===== src/rtl/fracmul_pkg.sv =====
package fracmul_pkg;

    // Result length selection carried with each operand pair.
    typedef enum logic {
        LEN_DOUBLE = 1'b0,
        LEN_SINGLE = 1'b1
    } len_mode_e;

    // Control fields travelling with the product through the pipe.
    typedef struct packed {
        len_mode_e len;
    } stage_ctrl_t;

    function automatic logic want_single(input stage_ctrl_t c);
        return c.len == LEN_SINGLE;
    endfunction

endpackage


===== src/rtl/fracmul_operand_cond.sv =====
module fracmul_operand_cond #(
    parameter int W = 32
) (
    input  logic         sym_en,
    input  logic [W-1:0] op_in,
    output logic [W-1:0] op_out
);
    localparam logic [W-1:0] MOST_NEG = {1'b1, {(W-1){1'b0}}};
    localparam logic [W-1:0] SYM_NEG  = {1'b1, {(W-2){1'b0}}, 1'b1};

    always_comb begin
        if (sym_en && op_in == MOST_NEG) op_out = SYM_NEG;
        else                             op_out = op_in;
    end

    // the symmetric range never lets the most negative code through
    always_comb begin
        a_r6_no_most_neg: assert (!(sym_en && op_out == MOST_NEG));
    end
endmodule


===== src/rtl/fracmul_norm_sat.sv =====
module fracmul_norm_sat
    import fracmul_pkg::*;
#(
    parameter int W = 32
) (
    input  logic [2*W-1:0] raw_prod,
    input  stage_ctrl_t    ctrl,
    output logic [W-1:0]   res_hi,
    output logic [W-1:0]   res_lo,
    output logic           res_sat
);
    localparam int P = 2 * W;
    localparam logic [W-1:0] POS_MAX_W = {1'b0, {(W-1){1'b1}}};
    localparam logic [P-1:0] POS_MAX_P = {1'b0, {(P-1){1'b1}}};

    logic           sign_split;
    logic [P-1:0]   norm;
    logic [W-1:0]   upper;
    logic           round_bit;
    logic           round_ovf;

    always_comb begin
        sign_split = raw_prod[P-1] ^ raw_prod[P-2];
        norm       = sign_split ? POS_MAX_P : {raw_prod[P-2:0], 1'b0};
        upper      = norm[P-1:W];
        round_bit  = norm[W-1];
        round_ovf  = (upper == POS_MAX_W) && round_bit;
    end

    always_comb begin
        if (want_single(ctrl)) begin
            res_hi  = round_ovf ? POS_MAX_W : upper + {{(W-1){1'b0}}, round_bit};
            res_lo  = '0;
            res_sat = sign_split | round_ovf;
        end else begin
            res_hi  = upper;
            res_lo  = norm[W-1:0];
            res_sat = sign_split;
        end
    end

    // a split sign pair always yields the largest positive word on top
    always_comb begin
        a_r2_split_clamps: assert (!sign_split || (res_hi == POS_MAX_W && res_sat));
    end

    // single-length results carry nothing in the low word
    always_comb begin
        a_r3_single_lo_zero: assert (!want_single(ctrl) || res_lo == '0);
    end
endmodule


===== src/rtl/fracmul_top.sv =====
module fracmul_top
    import fracmul_pkg::*;
#(
    parameter int DATA_W = 32
) (
    input  logic              clk,
    input  logic              rst,
    input  logic              in_valid,
    output logic              in_ready,
    input  logic [DATA_W-1:0] in_a,
    input  logic [DATA_W-1:0] in_b,
    input  logic              in_sym,
    input  logic              in_len,
    output logic              out_valid,
    input  logic              out_ready,
    output logic [DATA_W-1:0] out_hi,
    output logic [DATA_W-1:0] out_lo,
    output logic              out_sat,
    input  logic              sticky_clr,
    output logic              sticky_ovf
);
    localparam int P      = 2 * DATA_W;
    localparam int N_OPND = 2;

    logic [DATA_W-1:0] opnd_raw  [N_OPND];
    logic [DATA_W-1:0] opnd_cond [N_OPND];

    assign opnd_raw[0] = in_a;
    assign opnd_raw[1] = in_b;

    for (genvar g = 0; g < N_OPND; g++) begin : g_opnd
        fracmul_operand_cond #(.W(DATA_W)) cond_i (
            .sym_en (in_sym),
            .op_in  (opnd_raw[g]),
            .op_out (opnd_cond[g])
        );
    end

    // Sign-extended full-width multiply gives the exact Q2.62 product.
    logic signed [P-1:0] ext_a, ext_b, prod;
    always_comb begin
        ext_a = {{DATA_W{opnd_cond[0][DATA_W-1]}}, opnd_cond[0]};
        ext_b = {{DATA_W{opnd_cond[1][DATA_W-1]}}, opnd_cond[1]};
        prod  = ext_a * ext_b;
    end

    // Stage 1: raw product.
    logic        s1_v;
    logic [P-1:0] s1_prod;
    stage_ctrl_t s1_ctrl;

    // Stage 2: normalised, saturated result.
    logic              s2_v;
    logic [DATA_W-1:0] s2_hi, s2_lo;
    logic              s2_sat;

    logic [DATA_W-1:0] ns_hi, ns_lo;
    logic              ns_sat;

    fracmul_norm_sat #(.W(DATA_W)) norm_i (
        .raw_prod (s1_prod),
        .ctrl     (s1_ctrl),
        .res_hi   (ns_hi),
        .res_lo   (ns_lo),
        .res_sat  (ns_sat)
    );

    logic s2_take, s1_take;
    always_comb begin
        s2_take  = s1_v && (!s2_v || out_ready);
        in_ready = !s1_v || s2_take;
        s1_take  = in_valid && in_ready;
    end

    always_ff @(posedge clk) begin
        if (rst) begin
            s1_v <= 1'b0;
        end else if (s1_take) begin
            s1_v <= 1'b1;
        end else if (s2_take) begin
            s1_v <= 1'b0;
        end
    end

    always_ff @(posedge clk) begin
        if (s1_take) begin
            s1_prod     <= prod;
            s1_ctrl.len <= len_mode_e'(in_len);
        end
    end

    always_ff @(posedge clk) begin
        if (rst) begin
            s2_v <= 1'b0;
        end else if (s2_take) begin
            s2_v <= 1'b1;
        end else if (out_ready) begin
            s2_v <= 1'b0;
        end
    end

    always_ff @(posedge clk) begin
        if (s2_take) begin
            s2_hi  <= ns_hi;
            s2_lo  <= ns_lo;
            s2_sat <= ns_sat;
        end
    end

    always_ff @(posedge clk) begin
        if (rst)                     sticky_ovf <= 1'b0;
        else if (s2_take && ns_sat)  sticky_ovf <= 1'b1;
        else if (sticky_clr)         sticky_ovf <= 1'b0;
    end

    assign out_valid = s2_v;
    assign out_hi    = s2_hi;
    assign out_lo    = s2_lo;
    assign out_sat   = s2_sat;

    // a stalled result is held unchanged
    a_r8_hold_stable: assert property (@(posedge clk) disable iff (rst)
        out_valid && !out_ready |=> out_valid && $stable(out_hi) && $stable(out_lo) && $stable(out_sat));

    // the flag is kept until a clear arrives
    a_r5_sticky_keep: assert property (@(posedge clk) disable iff (rst)
        sticky_ovf && !sticky_clr |=> sticky_ovf);

    // a clamped result entering the output sets the flag
    a_r5_sticky_set: assert property (@(posedge clk) disable iff (rst)
        s2_take && ns_sat |=> sticky_ovf && out_sat && out_valid);

    // no acceptance while both stages are occupied and stalled
    a_r10_full_blocks: assert property (@(posedge clk) disable iff (rst)
        s1_v && out_valid && !out_ready |-> !in_ready);

    // reset empties the pipe and the flag
    a_r9_reset_clears: assert property (@(posedge clk)
        rst |=> !out_valid && !sticky_ovf && in_ready);
endmodule


===== config.mk =====
export PLATFORM = sky130hd
export DESIGN_NAME = fracmul_top
export DESIGN_NICKNAME = d
export VERILOG_FILES = /design/src/rtl/fracmul_pkg.sv /design/src/rtl/fracmul_operand_cond.sv /design/src/rtl/fracmul_norm_sat.sv /design/src/rtl/fracmul_top.sv
export SDC_FILE = /design/constraint.sdc
export NUM_CORES = 2
export LEC_CHECK = 0
export BUFFER_PORTS_ARGS = -buffer_cell sky130_fd_sc_hd__buf_2
export CAP_MARGIN = 20
export CORE_MARGIN = 2
export CORE_UTILIZATION = 35
export DETAILED_ROUTE_END_ITERATION = 7
export PLACE_DENSITY = 0.5
export SYNTH_ARGS = -nofsm -noshare
export SYNTH_HDL_FRONTEND = slang
export SYNTH_SLANG_ARGS = --single-unit

===== constraint.sdc =====
create_clock -name clk -period 28.1 [get_ports clk]
set_input_delay 4.215 -clock clk [delete_from_list [all_inputs] [get_ports clk]]
set_output_delay 4.215 -clock clk [all_outputs]
set_load 0.005 [all_outputs]

==> results.ini <==
[synthesis]
synth_fa_ha_area_frac = 0.574
yosys.area_share.simple = 0.158
synth_xor_area_frac = 0.0172
synth_area_leaders = fa_1, inv_1, edfxtp_1, and2_1, ha_1
synth.area.mux_share = 0.000239
synth-compound-area-share = 0.0417
syn_area_sq_mm = 0.0418
syn_inst = 4381
synth_seq_area_share = 0.0948
syn_avg_cell_area_sq_um = 9.55
synth_nets = 5721
synth_top_family_by_area = adder cells
synthFlopType = edfxtp_1
ys_warn_count = 0
synth_edf_count = 130
synth_top_cell_by_area = fa_1
yosys.area.top_type_share = 0.518
async_flop_share = 0
yosysUniqueCellTypes = 72
ys_ff_latch = 133

[routing]
drtPass1Iterations = 5
routed_via_density = 4.95
wl_microns = 128000
drt_iter0_drc = 1713
vias = 29304
ant_nets = 0
drc = 0
wl_per_cell_microns = 21.7

[final_layout]
drive_gt1_frac = 0.0557
synthToLayoutAreaGrowth_pct = 6.56
final_common_cell = fa_1
multiInputGateArea_sq_mm = 0.0331
nNetsFinal = 5706
seq_area_sq_mm = 0.00396
layout_common_cells = fa_1, inv_1, nand2_1, and2_1, ha_1
fillers = 11968
utilization = 0.377
antenna_cells = 0

[clock_network]
cts_setup_buffers = 0
cts.sinks = 133
cts_tree = done
ctsHoldBuffers = 0
post_cts_resized = 0
cts_root_buffer = clkbuf_16
clk_latency_ns = 0.47
ctsHtreeMaxLevel = 4
path_clk_slew_ns = 0.07
ctsLongestPathBuffers = 2
cts_made_buffers = 17

[critical_path]
cp_data_required_time_ns = 28.31
r2r_end = out_hi[31]
cp_slowest_stage_delay_ns = 0.93
path_buf_inv = 10
crit_path_max_fanout = 32
ff2ff_path_depth = 10
rrSetupSlack_ns = 24.11
crit_type = in2reg
crit_path_end_kind = flip-flop
timing.rr.start = s1_prod[62]
cp-start-kind = input port
cpMaxStageDelayCell = fa_1
arrival_ns = 13.85
cp_top_family = adder cells

[floorplanning]
die_area_sq_mm = 0.122
die_w_microns = 350
initial_core_util = 0.354
die_h_microns = 350
core_sq_mm = 0.118
boundaryPins = 139
rows = 126

[status]
status = finished clean

[grt]
grt_max_degree = 94
met1_usage = 0.271
use_met3 = 0.0249
grtUsageTotal = 0.222
antenna_found_initial = 5
grt_remaining_overflow = 0
grt_pass1_wl_microns = 203000
busiest_layer = met2
met2_usage = 0.405
grt_pass1_vias = 33290

[placement]
port_buffers = 138
place_congestion = 0.886
hpwl_microns = 99000

[sta]
rsz0062_at_grt = no
tns_ns = 0
setup_viol = 0
fin_crit_sh = 0.485
maxSlewViolCount = 0
clock_skew_ns = 0.0207
worstMarginPinSlew_ns = 1.06
max_freq_ghz = 0.0733
relSlewSlack = 0.290
fin_crit_ns = 13.63
hold_viol_final = 0

[min_path]
min_from = s1_v
holdPathStages = 2
whs_endpoint = out_valid
hold_class = reg2reg

[run]
maxCapViolCount = 0

area by class of cell:
| type | instances | share of cell area |
|---|---|---|
| clock inverters | 14 | 0.00269 |
| clock buffers | 18 | 0.00963 |
| inverters | 1049 | 0.0883 |
| multi-input cells | 2972 | 0.743 |
| flip-flops and latches | 133 | 0.0889 |
| repair buffers | 193 | 0.0248 |
| well taps | 1536 | 0.0431 |
registers in the layout, indices dropped and copies added (netlist names):
name,cells
out_hi,32
sticky_ovf,1
s1_ctrl,1
s1_v,1
out_valid,1
out_sat,1
out_lo,32
s1_prod,64
cells in the mapped netlist, types with 3 or more instances:
library cell / instances
a211oi_1: 12
a21boi_0: 3
a21o_1: 32
a21oi_1: 83
a311oi_1: 10
a31oi_1: 8
a41oi_1: 3
and2_1: 470
and3_1: 13
buf_2: 4
clkbuf_1: 220
dfxtp_1: 3
edfxtp_1: 130
fa_1: 1082
ha_1: 187
inv_1: 1048
nand2_1: 601
nand2b_1: 17
nand3_1: 13
nand3b_1: 4
nand4_1: 19
nor2_1: 152
nor2b_1: 11
nor3_1: 13
nor4_1: 17
nor4b_1: 4
o211ai_1: 9
o21a_1: 11
o21ai_0: 46
o21ai_1: 4
o21bai_1: 10
o31a_1: 3
o32ai_1: 5
or2_2: 5
or3_1: 5
xnor2_1: 56
xor2_1: 26
metrics by stage:
step           instance area [sq um]  cells  hold WS [ns]  setup WS, ns
5_1_grt                        44600   5915         0.540         13.84
2_1_floorplan                  41800   4381         0.478         16.23
3_5_place_dp                   44000   5883         0.521         14.04
6_report                       44600   5915         0.530         14.47
4_1_cts                        44600   5915         0.531         14.54
3_3_place_gp                   44000   5883         0.519         14.19
per-layer routing:
metal,wire length [microns],vias up
met2,66900,728
met5,0,-
met3,5460,184
met1,51100,15666
met4,4730,0
li1,-,12726
worst reg2reg max path: stages (launching register included):
cell,delay (ns)
edfxtp_1,0.45
ha_4,0.92
or2_2,0.33
ha_1,0.18
nand2_1,0.07
nor2_1,0.38
nand2b_1,0.29
nor4b_2,0.38
nand2_1,0.24
or3_1,0.38
a21boi_0,0.20
worst max-delay path by stage:
stage                  start     endpoint  slack (ns)  depth (start not counted)
floorplan           in_b[31]  s1_prod[62]       16.23                         31
finish              in_b[31]  s1_prod[62]       14.47                         32
global route        in_b[31]  s1_prod[62]       13.84                         28
CTS                 in_b[31]  s1_prod[62]       14.54                         30
global placement    in_b[31]  s1_prod[62]       14.19                         30
detailed placement  in_b[31]  s1_prod[62]       14.04                         28
cells by family (layout without fill, tap and decap cells):
logic type,Yosys count,in the layout
xor gates and xnor gates,82,82
and+or+nand+nor,1355,1355
DFF,133,133
buffers and inverters,1276,1274
AOI/OAI and AO/OA,265,265
muxes,1,1
adders and majority gates,1269,1269
Power is left out: the tool's default activity adds up to more than one toggle a clock period on the data nets, which glitch-free logic cannot reach.
